$ cat src/rtl/rate_div_pkg.sv
package rate_div_pkg;
  localparam int DIV_STAGES  = 22;
  localparam int TAP_W       = $clog2(DIV_STAGES);
  localparam int OSC_LOG2    = 15;            // 32768 edges per second
  localparam int SEC_STAGE   = OSC_LOG2 - 1;  // rises every 2^15 edges
  localparam int STAGE_256HZ = 6;
  localparam int STAGE_128HZ = 7;
  localparam int FAST_OFFSET = 2;             // rateSel n>=3 -> stage n-2
  localparam int SEL_W       = 4;
  localparam int MODE_W      = 3;
  localparam logic [MODE_W-1:0] MODE_RUN = 3'b010;

  typedef struct packed {
    logic             run;
    logic             clr;
    logic             tapValid;
    logic             sqwGate;
    logic [TAP_W-1:0] tapIdx;
  } divStrobeT;
endpackage

$ cat src/rtl/rate_div_ctrl.sv
module rate_div_ctrl
  import rate_div_pkg::*;
(
  input  logic [MODE_W-1:0] divCtl,
  input  logic [SEL_W-1:0]  rateSel,
  input  logic              sqwEn,
  output divStrobeT         strobe
);
  logic [TAP_W-1:0] idx;
  logic             valid;

  always_comb begin
    valid = 1'b1;
    idx   = '0;
    unique case (rateSel)
      4'd0:    valid = 1'b0;
      4'd1:    idx = TAP_W'(STAGE_256HZ);
      4'd2:    idx = TAP_W'(STAGE_128HZ);
      default: idx = TAP_W'(rateSel) - TAP_W'(FAST_OFFSET);
    endcase
  end

  always_comb begin
    strobe.clr      = divCtl[2] & divCtl[1];
    strobe.run      = (divCtl == MODE_RUN);
    strobe.tapValid = valid;
    strobe.sqwGate  = sqwEn & valid;
    strobe.tapIdx   = idx;
  end

  always_comb begin
    if (valid === 1'b1)
      AST_TAP_RANGE: assert (idx >= TAP_W'(1) && idx <= TAP_W'(13));
  end
endmodule

$ cat src/rtl/rate_div_path.sv
module rate_div_path
  import rate_div_pkg::*;
#(
  parameter int STAGES = DIV_STAGES
)(
  input  logic      clk,
  input  logic      rstN,
  input  logic      oscTick,
  input  divStrobeT strobe,
  output logic      secTick,
  output logic      periodicTick,
  output logic      sqwOut
);
  logic [STAGES-1:0] stageQ;
  logic [STAGES-1:0] stageD;
  logic [STAGES-1:0] carry;

  assign carry[0] = oscTick & strobe.run & ~strobe.clr;

  for (genvar k = 0; k < STAGES; k++) begin : g_stage
    if (k > 0) begin : g_carry
      assign carry[k] = carry[k-1] & stageQ[k-1];
    end
    assign stageD[k] = strobe.clr ? 1'b0 : (stageQ[k] ^ carry[k]);
    always_ff @(posedge clk or negedge rstN) begin
      if (!rstN) stageQ[k] <= 1'b0;
      else       stageQ[k] <= stageD[k];
    end
  end

  logic tapRise;
  logic secRise;
  assign tapRise = strobe.tapValid & carry[strobe.tapIdx] & ~stageQ[strobe.tapIdx];
  assign secRise = carry[SEC_STAGE] & ~stageQ[SEC_STAGE];

  always_ff @(posedge clk or negedge rstN) begin
    if (!rstN) begin
      secTick      <= 1'b0;
      periodicTick <= 1'b0;
      sqwOut       <= 1'b0;
    end else begin
      secTick      <= secRise;
      periodicTick <= tapRise;
      sqwOut       <= strobe.sqwGate & stageD[strobe.tapIdx];
    end
  end

  AST_CLEAR_HOLDS: assert property (@(posedge clk) disable iff (!rstN)
    strobe.clr |=> (stageQ == '0));
  AST_FREEZE_STABLE: assert property (@(posedge clk) disable iff (!rstN)
    (!strobe.run && !strobe.clr) |=> $stable(stageQ));
  AST_IDLE_NO_TICK: assert property (@(posedge clk) disable iff (!rstN)
    !(oscTick && strobe.run && !strobe.clr) |=> (!secTick && !periodicTick));
  AST_PTICK_SINGLE: assert property (@(posedge clk) disable iff (!rstN)
    periodicTick |=> !periodicTick);
  AST_STICK_SINGLE: assert property (@(posedge clk) disable iff (!rstN)
    secTick |=> !secTick);
  AST_SQW_GATED: assert property (@(posedge clk) disable iff (!rstN)
    !strobe.sqwGate |=> !sqwOut);
  AST_RUN_STEP: assert property (@(posedge clk) disable iff (!rstN)
    (oscTick && strobe.run && !strobe.clr) |=> (stageQ == $past(stageQ) + 1'b1));
endmodule

$ cat src/rtl/rate_divider.sv
module rate_divider
  import rate_div_pkg::*;
(
  input  logic              clk,
  input  logic              rstN,
  input  logic              oscTick,
  input  logic [MODE_W-1:0] divCtl,
  input  logic [SEL_W-1:0]  rateSel,
  input  logic              sqwEn,
  output logic              secTick,
  output logic              periodicTick,
  output logic              sqwOut
);
  divStrobeT strobe;

  rate_div_ctrl u_ctrl (
    .divCtl  (divCtl),
    .rateSel (rateSel),
    .sqwEn   (sqwEn),
    .strobe  (strobe)
  );

  rate_div_path #(.STAGES(DIV_STAGES)) u_path (
    .clk          (clk),
    .rstN         (rstN),
    .oscTick      (oscTick),
    .strobe       (strobe),
    .secTick      (secTick),
    .periodicTick (periodicTick),
    .sqwOut       (sqwOut)
  );
endmodule

$ cat config.mk
export PLATFORM = sky130hd
export DESIGN_NAME = rate_divider
export DESIGN_NICKNAME = d
export VERILOG_FILES = /design/src/rtl/rate_div_pkg.sv /design/src/rtl/rate_div_ctrl.sv /design/src/rtl/rate_div_path.sv /design/src/rtl/rate_divider.sv
export SDC_FILE = /design/constraint.sdc
export NUM_CORES = 1
export LEC_CHECK = 0
export BUFFER_PORTS_ARGS = -buffer_cell sky130_fd_sc_hd__buf_2
export CAP_MARGIN = 15
export CELL_PAD_IN_SITES_DETAIL_PLACEMENT = 1
export CELL_PAD_IN_SITES_GLOBAL_PLACEMENT = 2
export CORE_AREA = 2 2 66 68
export DETAILED_ROUTE_END_ITERATION = 6
export DIE_AREA = 0 0 68 70
export PLACE_DENSITY = 0.78
export SYNTH_ARGS = -nofsm -noshare
export SYNTH_HDL_FRONTEND = slang
export SYNTH_SLANG_ARGS = --single-unit
export TNS_END_PERCENT = 20
$ cat constraint.sdc
create_clock -name clk -period 9.6 [get_ports clk]
set_input_delay 1.44 -clock clk [delete_from_list [all_inputs] [get_ports clk]]
set_output_delay 1.44 -clock clk [all_outputs]
set_load 0.01 [all_outputs]
Yosys cells after proc, flatten, opt, wreduce, memory -nomap -nowiden
Index checks and enable logic that the tools add are counted.

cells by class
  add/subtract/negate cells = 1
  $mul = 0
  divide/modulo/power cells = 0
  $lt $le $gt $ge = 1
  equal/unequal tests = 3
  shifts and indexed selects = 0
  mux-type cells = 30
  bitwise logic cells = 54
  reduce and logical (&&, ||, !) cells = 1

operator list
  operator             count
  $and 1x1->1          29
  $mux 1               26
  $xor 1x1->1          22
  $bmux 1 s5           3
  $pmux 5 s3           1
  $lt 5x6->1 const B   1
  $sub 4x2->5 const B  1
  $eq 4x1->1 const B   1
  $eq 4x2->1 const B   1
  $logic_not 4->1      1
  $eq 3x2->1 const B   1
  $not 1->1            3

word-level totals
  bits in registers = 25
  bits in latches = 0
  bits in writable memories = 0
  ROM bits = 0
  memories = 0

Depth between registers and ports, before layout
Gate-level depths: netlist of the first run.

  depth in word-level cells = 29
  depth in mapped cells = 22

Hierarchy
Synthesis of the first run repeated with hierarchy kept, for this count alone.

second synthesis, totals
  cells, all modules = 176
  area, all modules = 1756.7 µm²

by module, submodules not included
  module         instances  cells each  area an instance (µm²)
  rate_div_path  1          155         1610.3
  rate_div_ctrl  1          21          146.4

Worst setup path before layout of the first run
No wires, ideal clock.

  path kind = input port to flip-flop
  start = input port oscTick
  end = register u_path.sqwOut
  setup time = 0.132 ns
  arrival time = 5.862 ns
  data required time = 9.468 ns
  setup slack = 3.607 ns
  stages = 22
  cell sequence = nor4bb_1 -> ha_1 -> ha_1 -> ha_1 -> ha_1 -> ha_1 -> ha_1 -> ha_1 -> ha_1 -> ha_1 -> ha_1 -> ha_1 -> ha_1 -> ha_1 -> ha_1 -> ha_1 -> ha_1 -> or4_2 -> o211ai_1 -> o31ai_2 -> o2111ai_1 -> a211oi_2

between the ends
  word-level cells in the longest chain between the ends = 28

RTL lines
  what                            line                 RTL
  from (decl)                     rate_divider.sv:6    input logic oscTick,
  $and 1x1->1 * (2 in a row)      rate_div_path.sv:18  assign carry[0] = oscTick & strobe.run & ~strobe.clr;
  $and 1x1->1 (21 in a row)       rate_div_path.sv:22  assign carry[k] = carry[k-1] & stageQ[k-1];
  $xor 1x1->1                     rate_div_path.sv:24  assign stageD[k] = strobe.clr ? 1'b0 : (stageQ[k] ^ carry[k]);
  $mux 1                          rate_div_path.sv:24
  $bmux 1 s5 *                    rate_div_path.sv:44  sqwOut <= strobe.sqwGate & stageD[strobe.tapIdx];
  $mux 1 (implied by the code) *  rate_div_path.sv:44
  $and 1x1->1 *                   rate_div_path.sv:44
  to (signal assigned)            rate_div_path.sv:44
  to (decl)                       rate_div_path.sv:12  output logic sqwOut

Mark *: on every way between the ends. The rest lies on a longest branch, timed or not. The select of a mux whose other input is x is not followed.

Final worst setup path of the first run
  start = input port divCtl[1]
  end = register u_path.sqwOut

between the ends
  word-level cells in the longest chain between the ends = 29

RTL lines
  what                                       line                                      RTL
  from (decl)                                rate_divider.sv:7                         input logic [MODE_W-1:0] divCtl,
  $eq 3x2->1 or $and 1x1->1 (tied branches)  rate_div_ctrl.sv:25, rate_div_ctrl.sv:24
  $and 1x1->1 or $not 1->1 (tied branches)   rate_div_path.sv:18
  $and 1x1->1                                rate_div_path.sv:18
  $and 1x1->1 (21 in a row)                  rate_div_path.sv:22
  $xor 1x1->1                                rate_div_path.sv:24
  $mux 1                                     rate_div_path.sv:24
  $bmux 1 s5 *                               rate_div_path.sv:44
  $mux 1 (implied by the code) *             rate_div_path.sv:44
  $and 1x1->1 *                              rate_div_path.sv:44

Marked as above.

==> out/results.txt, run 1 <==
Status -> complete, no violations
DRT iter0 DRCs -> 35
First-pass GRT wire length -> 6250 um
Max-slew violation count -> 0
WL final -> 3640 um
RePlAce Congestion -> 0.763
Yosys cell types -> 54
Unrepaired setup endpoints after global routing -> no
Critical path class -> in2reg
Layout area overhead -> 4.96%
Starting Density -> 0.372
Worst-margin pin slew -> 0.635 ns
Number of synthesized flops with an enable pin -> 0
Data arrival time of the worst path -> 6.35 ns
DR WL/cell -> 17.2 um
Clock Pin Slew Worst Setup and Hold Paths -> 0.08 ns
Die H -> 70 um
Drt drc -> 0
CTS H-tree depth -> 1
# placed instances -> 208
Worst-Skew Late Latency -> 0.26 ns
Total power -> 0.174 mW
Static leakage -> 0.822 nW
Crit-path slowest cell -> or4_2
CTS tree -> built
Final nets -> 190
Startpoint type of the worst setup path -> input port
Antenna cell count -> 0
Pin count of the biggest net entering global routing -> 25
Worst EP required -> 9.74 ns
Post-Syn Instances -> 153
I/O pins -> 14
PwrDens -> 108 nW/um2
# setup viols final -> 0
Setup TNS Final -> 0 ns
CP Capture Type -> register
CTS Buffer Depth -> 2
Async SR Flop Fraction -> 1.00
Mapped cell area -> 1540 um2
Die ar. -> 4760 um2
Core Rows -> 24
Flops & latches, synth -> 19
Syn Nets -> 182
Clock root cell -> clkbuf_8
Cts repair resizes -> 0
Die Wd -> 68 um
Final Util -> 0.390
Global Route Usage Sum -> 0.175
Cell Chain, Critical Path -> buf_2, nor4bb_1, ha_1, ha_1, ha_1, ha_1, ha_1, ha_1, ha_1, ha_1, ha_1, ha_1, ha_1, ha_1, ha_1, ha_1, ha_1, ha_1, or4_2, o211ai_1, o31ai_2, o2111ai_1, a211oi_2
Hold_buf cts -> 0
Primary FF master, synth -> dfrtp_1
Max Clk Rate -> 161 MHz
Syn_area_per_cell -> 10.1 um2
Final setup skew -> 0.00163 ns
Most common cell after layout, fill and taps aside -> dfrtp_1
Vias -> 1193
Initial antenna violation count -> 0
Core ar. -> 4140 um2
Most used cell, CP -> ha_1
Worst slew margin -> 0.572
Sink Count -> 19
Peak supply drop -> 56.2 uV
HP Class -> reg2reg
Sequential fraction of the synthesis area -> 0.309
Clock period minus worst slack -> 6.21 ns
Vias in the first global route -> 1282
Commonest cells after routing, fill and taps aside -> 19 x dfrtp_1, 18 x ha_1, 14 x and2_1, 13 x buf_2, 9 x nor2b_1
Port bufs -> 13
CP max FO -> 4
HPWL after DPL -> 2760 um
Cell family with most CP delay -> adder cells
Layout cells sized above 1 -> 0.206
Period utilisation layout -> 0.647
CP peak stage delay -> 0.54 ns
Worst Path Buf+Inv -> 1
DRT Pass-1 Iters -> 4
Non-filler cells, final -> 212
Post-CTS setup buffer count -> 0
Routed vias/inst -> 5.63
Syn. warnings -> 0
Total CTS buffers -> 3
Hold Vio Cnt, Final -> 0
Grt ovf -> 0
Maximum capacitance violations -> 0
ANT nets after route -> 0
## registers in the layout, indices dropped and copies added, names as in the netlist
register,cells
u_path.stageQ,16
u_path.secTick,1
u_path.sqwOut,1
u_path.periodicTick,1
## path summary, 6_finish.rpt
check / from / endpoint / slack (ns) / cells after the start
max: divCtl[1] / u_path.sqwOut / 3.39 / 23
max reg2reg: u_path.stageQ[0] / u_path.sqwOut / 4.46 / 21
min: u_path.stageQ[14] / u_path.secTick / 0.63 / 2
max in group asynchronous: rstN / u_path.stageQ[12] / 8.17 / 1
min reg2reg: u_path.stageQ[14] / u_path.secTick / 0.63 / 2
min in group asynchronous: rstN / u_path.stageQ[4] / 1.12 / 1
## worst min-delay path: stages, from the launching register on
cell,delay [ns]
dfrtp_1,0.41
inv_1,0.06
ha_1,0.13
## final cells by class
class	count	area [um2]
Fill cell	488	2530
Multi-Input combinational cell	116	936
Sequential cell	19	475
Timing Repair Buffer	13	65.1
Tap cell	52	65.1
Clock buffer	4	45.0
Inverter	8	30.0
## kinds of logic (layout without fill, tap and decap cells)
kind of cell,count (synthesis),in the layout,synth area share
adder cells (fa/ha/maj),18,18,0.146
multiplexers,4,4,0.0341
AO/OA/AOI/OAI,38,38,0.199
XOR/XNOR,1,1,0.00569
flip-flops,19,19,0.309
buffers and inverters,18,25,0.0837
AND/OR/NAND/NOR,55,55,0.223
## power by group
| group | switching (mW) | internal, mW |
|---|---|---|
| Sequential | 0.000610 | 0.0814 |
| Combinational | 0.0202 | 0.0136 |
| Clock | 0.0287 | 0.0296 |
## cell usage after synthesis, types with 3 or more instances
master    number  share of area
nand2_1        5          0.012
dfrtp_1       19           0.31
and2_1        14          0.057
nor2b_1        9          0.037
nand2b_1       3          0.012
nor2_1         6          0.015
o21ai_0        6          0.019
ha_1          18           0.15
a21oi_1        4          0.013
buf_6          3          0.022
inv_1          8          0.019
mux2i_1        3          0.019
## metal layers
layer | part of all wire | up-vias | track usage
met3 | 0.033 | 4 | 0.0258
met1 | 0.46 | 594 | 0.228
met5 | 0 | - | 0
met4 | 0.016 | 0 | 0.0689
met2 | 0.49 | 26 | 0.285
li1 | - | 569 | -
## per-stage QoR
| step | setup WS, ns | hold slack [ns] | instance area, um2 |
|---|---|---|---|
| final | 3.39 | 0.632 | 1620 |
| after global placement | 3.25 | 0.607 | 1570 |
| after detailed placement | 3.08 | 0.617 | 1570 |
| after CTS | 3.36 | 0.644 | 1620 |
| after floorplan | 3.61 | 0.572 | 1540 |
| after global routing | 3.16 | 0.680 | 1620 |
Note: power is estimated with default switching activity, not from simulation.
==> run 2: changes to the inputs <==
Settings changed: CORE_AREA 2 2 66 68 to 2 2 67 69, DIE_AREA 0 0 68 70 to 0 0 69 71, PLACE_DENSITY 0.78 to 0.76.
Clock period 9.6 ns to 6 ns, I/O delays scaled along.
==> out/results.txt, run 2 (same netlist as run 1, synthesis figures left out) <==
Status -> complete, no violations
Hold Vio Cnt, Final -> 0
Worst slew margin -> 0.582
Port bufs -> 13
Max-slew violation count -> 0
Layout area overhead -> 4.96%
I/O pins -> 14
First-pass GRT wire length -> 6260 um
Worst setup path end -> u_path.sqwOut
Clock period minus worst slack -> 5.70 ns
R2r endpoint -> u_path.sqwOut
DR WL/cell -> 17.1 um
Core Rows -> 24
Final setup skew -> 0.00265 ns
CTS Buffer Depth -> 2
Critical path launch point -> divCtl[1]
Startpoint type of the worst setup path -> input port
Die Wd -> 69 um
# setup viols final -> 0
Grt ovf -> 0
Register-to-Register Setup Slack -> 0.83 ns
DRT iter0 DRCs -> 31
Clock Pin Slew Worst Setup and Hold Paths -> 0.07 ns
Vias in the first global route -> 1261
CP Capture Type -> register
Global Route Usage Sum -> 0.160
Core ar. -> 4200 um2
HPWL after DPL -> 2770 um
RePlAce Congestion -> 0.787
PwrDens -> 173 nW/um2
Worst EP required -> 6.14 ns
Reg with most FFs -> u_path.stageQ
Final instance area -> 1620 um2
Max Clk Rate -> 175 MHz
CTS H-tree depth -> 1
Die ar. -> 4900 um2
Maximum capacitance violations -> 0
Peak supply drop -> 96.0 uV
Total CTS buffers -> 3
Data arrival time of the worst path -> 5.84 ns
# placed instances -> 208
Most common cell after layout, fill and taps aside -> dfrtp_1
Vias -> 1170
Cts repair resizes -> 0
ANT nets after route -> 0
Reg2Reg Depth -> 21
Commonest cells after routing, fill and taps aside -> 19 x dfrtp_1, 18 x ha_1, 14 x and2_1, 13 x buf_2, 9 x nor2b_1
Clock root cell -> clkbuf_8
CP max FO -> 4
Starting Density -> 0.366
Final Util -> 0.385
Area after DPL -> 1570 um2
Unrepaired setup endpoints after global routing -> no
Critical path class -> in2reg
CTS tree -> built
Sink Count -> 19
Initial antenna violation count -> 0
Hold_buf cts -> 0
Worst-Skew Late Latency -> 0.26 ns
WL final -> 3630 um
Pin count of the biggest net entering global routing -> 25
Post-CTS setup buffer count -> 0
Non-filler cells, final -> 212
HP Class -> in2async
Die H -> 71 um
Antenna cell count -> 0
Final nets -> 190
Routed vias/inst -> 5.52
Drt drc -> 0
Setup TNS Final -> 0 ns
Layout cells sized above 1 -> 0.206
Period utilisation layout -> 0.950
Max reg flops -> 16
Total power -> 0.279 mW
Static leakage -> 0.822 nW
Worst reg2reg startpoint -> u_path.stageQ[0]
Worst-margin pin slew -> 0.621 ns
DRT Pass-1 Iters -> 4
[run 2: cell counts in the layout (fill, tap and decap cells not counted)]
Identical to the previous run, type by type.
[run 2: power breakdown]
group,leakage (nW),total [mW],switching (mW),internal [mW]
sequential,0.263,0.131,0.000949,0.130
combinational,0.536,0.0543,0.0326,0.0217
clock,0.0228,0.0939,0.0465,0.0474
[run 2: how the worst min path moves through the flow]
| stage | startpoint | endpoint | slack [ns] | cells after the start |
|---|---|---|---|---|
| after detailed placement | u_path.stageQ[14] | u_path.secTick | 0.62 | 2 |
| after floorplan | u_path.stageQ[9] | u_path.stageQ[9] | 0.57 | 2 |
| after global placement | u_path.stageQ[8] | u_path.stageQ[8] | 0.61 | 2 |
| final | rstN | u_path.stageQ[4] | 0.57 | 1 |
| after CTS | rstN | u_path.stageQ[4] | 0.60 | 1 |
| after global routing | rstN | u_path.stageQ[4] | 0.60 | 1 |
[run 2: stage by stage]
| step | hold slack, ns | setup WS, ns |
|---|---|---|
| after floorplan | 0.572 | 0.547 |
| after global placement | 0.607 | 0.136 |
| after detailed placement | 0.617 | 0.00919 |
| after CTS | 0.596 | 0.266 |
| after global routing | 0.604 | 0.00655 |
| final | 0.572 | 0.299 |
[run 2: layout make-up]
class,count,area (um2)
fill,490,2590
sequential,19,475
multi-input combinational,116,936
clock buffer,4,45.0
timing repair buffer,13,65.1
tap,52,65.1
inverter,8,30.0
[run 2: metal layers]
metal  up-vias  wire length (um)  GRT usage
li1        572                 -          -
met1       575              1760      0.213
met2        18              1740      0.277
met3         5                88     0.0185
met4         0                49     0.0458
met5         -                 0          0
[run 2: critical path, stage by stage]
cell,delay [ns]
buf_2,0.12
nor4bb_1,0.14
ha_1,0.21
ha_1,0.22
ha_1,0.21
ha_1,0.23
ha_1,0.24
ha_1,0.22
ha_1,0.22
ha_1,0.23
ha_1,0.23
ha_1,0.22
ha_1,0.21
ha_1,0.21
ha_1,0.21
ha_1,0.23
ha_1,0.22
ha_1,0.33
or4_2,0.56
o211ai_1,0.15
o31ai_2,0.10
o2111ai_1,0.13
a211oi_2,0.10
==> run 3: changes to the inputs <==
Settings changed: RECOVER_POWER set to 25.
==> out/results.txt, run 3 (same netlist as run 1, synthesis figures left out) <==
Status -> complete, no violations
Critical path launch point -> divCtl[1]
Worst reg2reg startpoint -> u_path.stageQ[0]
Starting Density -> 0.366
Post-CTS setup buffer count -> 0
Worst EP required -> 6.14 ns
Internal Dissipation -> 0.199 mW
Clock share of power -> 0.337
R2r endpoint -> u_path.sqwOut
Max Clk Rate -> 175 MHz
Hold_buf cts -> 0
CTS tree -> built
Max-slew violation count -> 0
Core ar. -> 4200 um2
Switching power total -> 0.0802 mW
Final Util -> 0.384
I/O pins -> 14
Unrepaired setup endpoints after global routing -> no
Static leakage -> 0.819 nW
ANT nets after route -> 0
Sink Count -> 19
DRT iter0 DRCs -> 27
Reg with most FFs -> u_path.stageQ
Core Rows -> 24
Register-to-Register Setup Slack -> 0.82 ns
HPWL after DPL -> 2770 um
Clock Pin Slew Worst Setup and Hold Paths -> 0.08 ns
Period utilisation layout -> 0.951
Layout area overhead -> 4.87%
Peak supply drop -> 96.1 uV
Pin count of the biggest net entering global routing -> 25
CTS H-tree depth -> 1
Maximum capacitance violations -> 0
Hold Vio Cnt, Final -> 0
Antenna cell count -> 0
Beginning of the worst hold path -> u_path.stageQ[14]
DRT Pass-1 Iters -> 3
Worst-margin pin slew -> 1.08 ns
Final setup skew -> 0.00231 ns
CTS Buffer Depth -> 2
Commonest cells after routing, fill and taps aside -> 19 x dfrtp_1, 18 x ha_1, 14 x and2_1, 12 x buf_2, 9 x nor2b_1
Most common cell after layout, fill and taps aside -> dfrtp_1
Drt drc -> 0
Clock period minus worst slack -> 5.70 ns
Port bufs -> 13
Sw Ratio -> 0.287
RePlAce Congestion -> 0.787
Final nets -> 190
Worst setup path end -> u_path.sqwOut
Worst-Skew Late Latency -> 0.26 ns
Max reg flops -> 16
Worst slew margin -> 0.282
Total power -> 0.279 mW
Die H -> 71 um
Global Route Usage Sum -> 0.160
Routed vias/inst -> 5.49
Clock root cell -> clkbuf_8
First-pass GRT wire length -> 6260 um
Cts repair resizes -> 0
Data arrival time of the worst path -> 5.85 ns
Grt ovf -> 0
CP max FO -> 4
CP Capture Type -> register
Die ar. -> 4900 um2
Startpoint type of the worst setup path -> input port
Area after DPL -> 1570 um2
Critical path class -> in2reg
HP Class -> reg2reg
Die Wd -> 69 um
Reg2Reg Depth -> 21
Setup TNS Final -> 0 ns
Initial antenna violation count -> 0
Layout cells sized above 1 -> 0.200
Vias in the first global route -> 1261
Combinational share of power -> 0.194
DR WL/cell -> 17.1 um
Total CTS buffers -> 3
# setup viols final -> 0
Seq pwr share -> 0.470
Vias -> 1164
WL final -> 3640 um
Final instance area -> 1620 um2
PwrDens -> 173 nW/um2
-- run 3: metrics by stage --
| stage | hold WS, ns | std cells | setup slack, ns |
|---|---|---|---|
| final | 0.636 | 212 | 0.295 |
| after global routing | 0.670 | 212 | 0.00655 |
| after CTS | 0.596 | 212 | 0.266 |
| after detailed placement | 0.617 | 208 | 0.00919 |
| after global placement | 0.607 | 208 | 0.136 |
| after floorplan | 0.572 | 153 | 0.547 |
-- run 3: cell type report --
type,count,area (um2)
Sequential cell,19,475
Inverter,8,30.0
Multi-Input combinational cell,116,936
Clock buffer,4,45.0
Fill cell,490,2590
Timing Repair Buffer,13,63.8
Tap cell,52,65.1
-- run 3: critical path, cell delays in order --
cell and delay [ns]:
buf_2 0.12, nor4bb_1 0.14, ha_1 0.21, ha_1 0.23, ha_1 0.21, ha_1 0.23, ha_1 0.24, ha_1 0.22
ha_1 0.22, ha_1 0.23, ha_1 0.23, ha_1 0.22, ha_1 0.21, ha_1 0.21, ha_1 0.21, ha_1 0.23
ha_1 0.22, ha_1 0.33, or4_2 0.56, o211ai_1 0.15, o31ai_2 0.10, o2111ai_1 0.13, a211oi_2 0.10
-- run 3: how the worst min path moves through the flow --
stage / to / slack, ns / cells after the start
floorplan: u_path.stageQ[9] / 0.57 / 2
global placement: u_path.stageQ[8] / 0.61 / 2
detailed placement: u_path.secTick / 0.62 / 2
CTS: u_path.stageQ[4] / 0.60 / 1
global route: u_path.stageQ[12] / 0.67 / 2
finish: u_path.secTick / 0.64 / 2
-- run 3: routing by layer --
layer,vias up,part of all wire,track usage
met2,16,0.48,0.277
met4,0,0.013,0.0458
met3,5,0.023,0.0185
met1,572,0.49,0.213
met5,-,0,0
li1,571,-,-
-- run 3: power by group through the flow --
stage	Combinational, mW	Clock (mW)	Sequential [mW]
5_1_grt	0.0603	0.101	0.132
3_5_place_dp	0.0544	0	0.134
4_1_cts	0.0548	0.0959	0.131
2_1_floorplan	0.0409	0	0.134
6_report	0.0542	0.0941	0.131
3_3_place_gp	0.0533	0	0.134
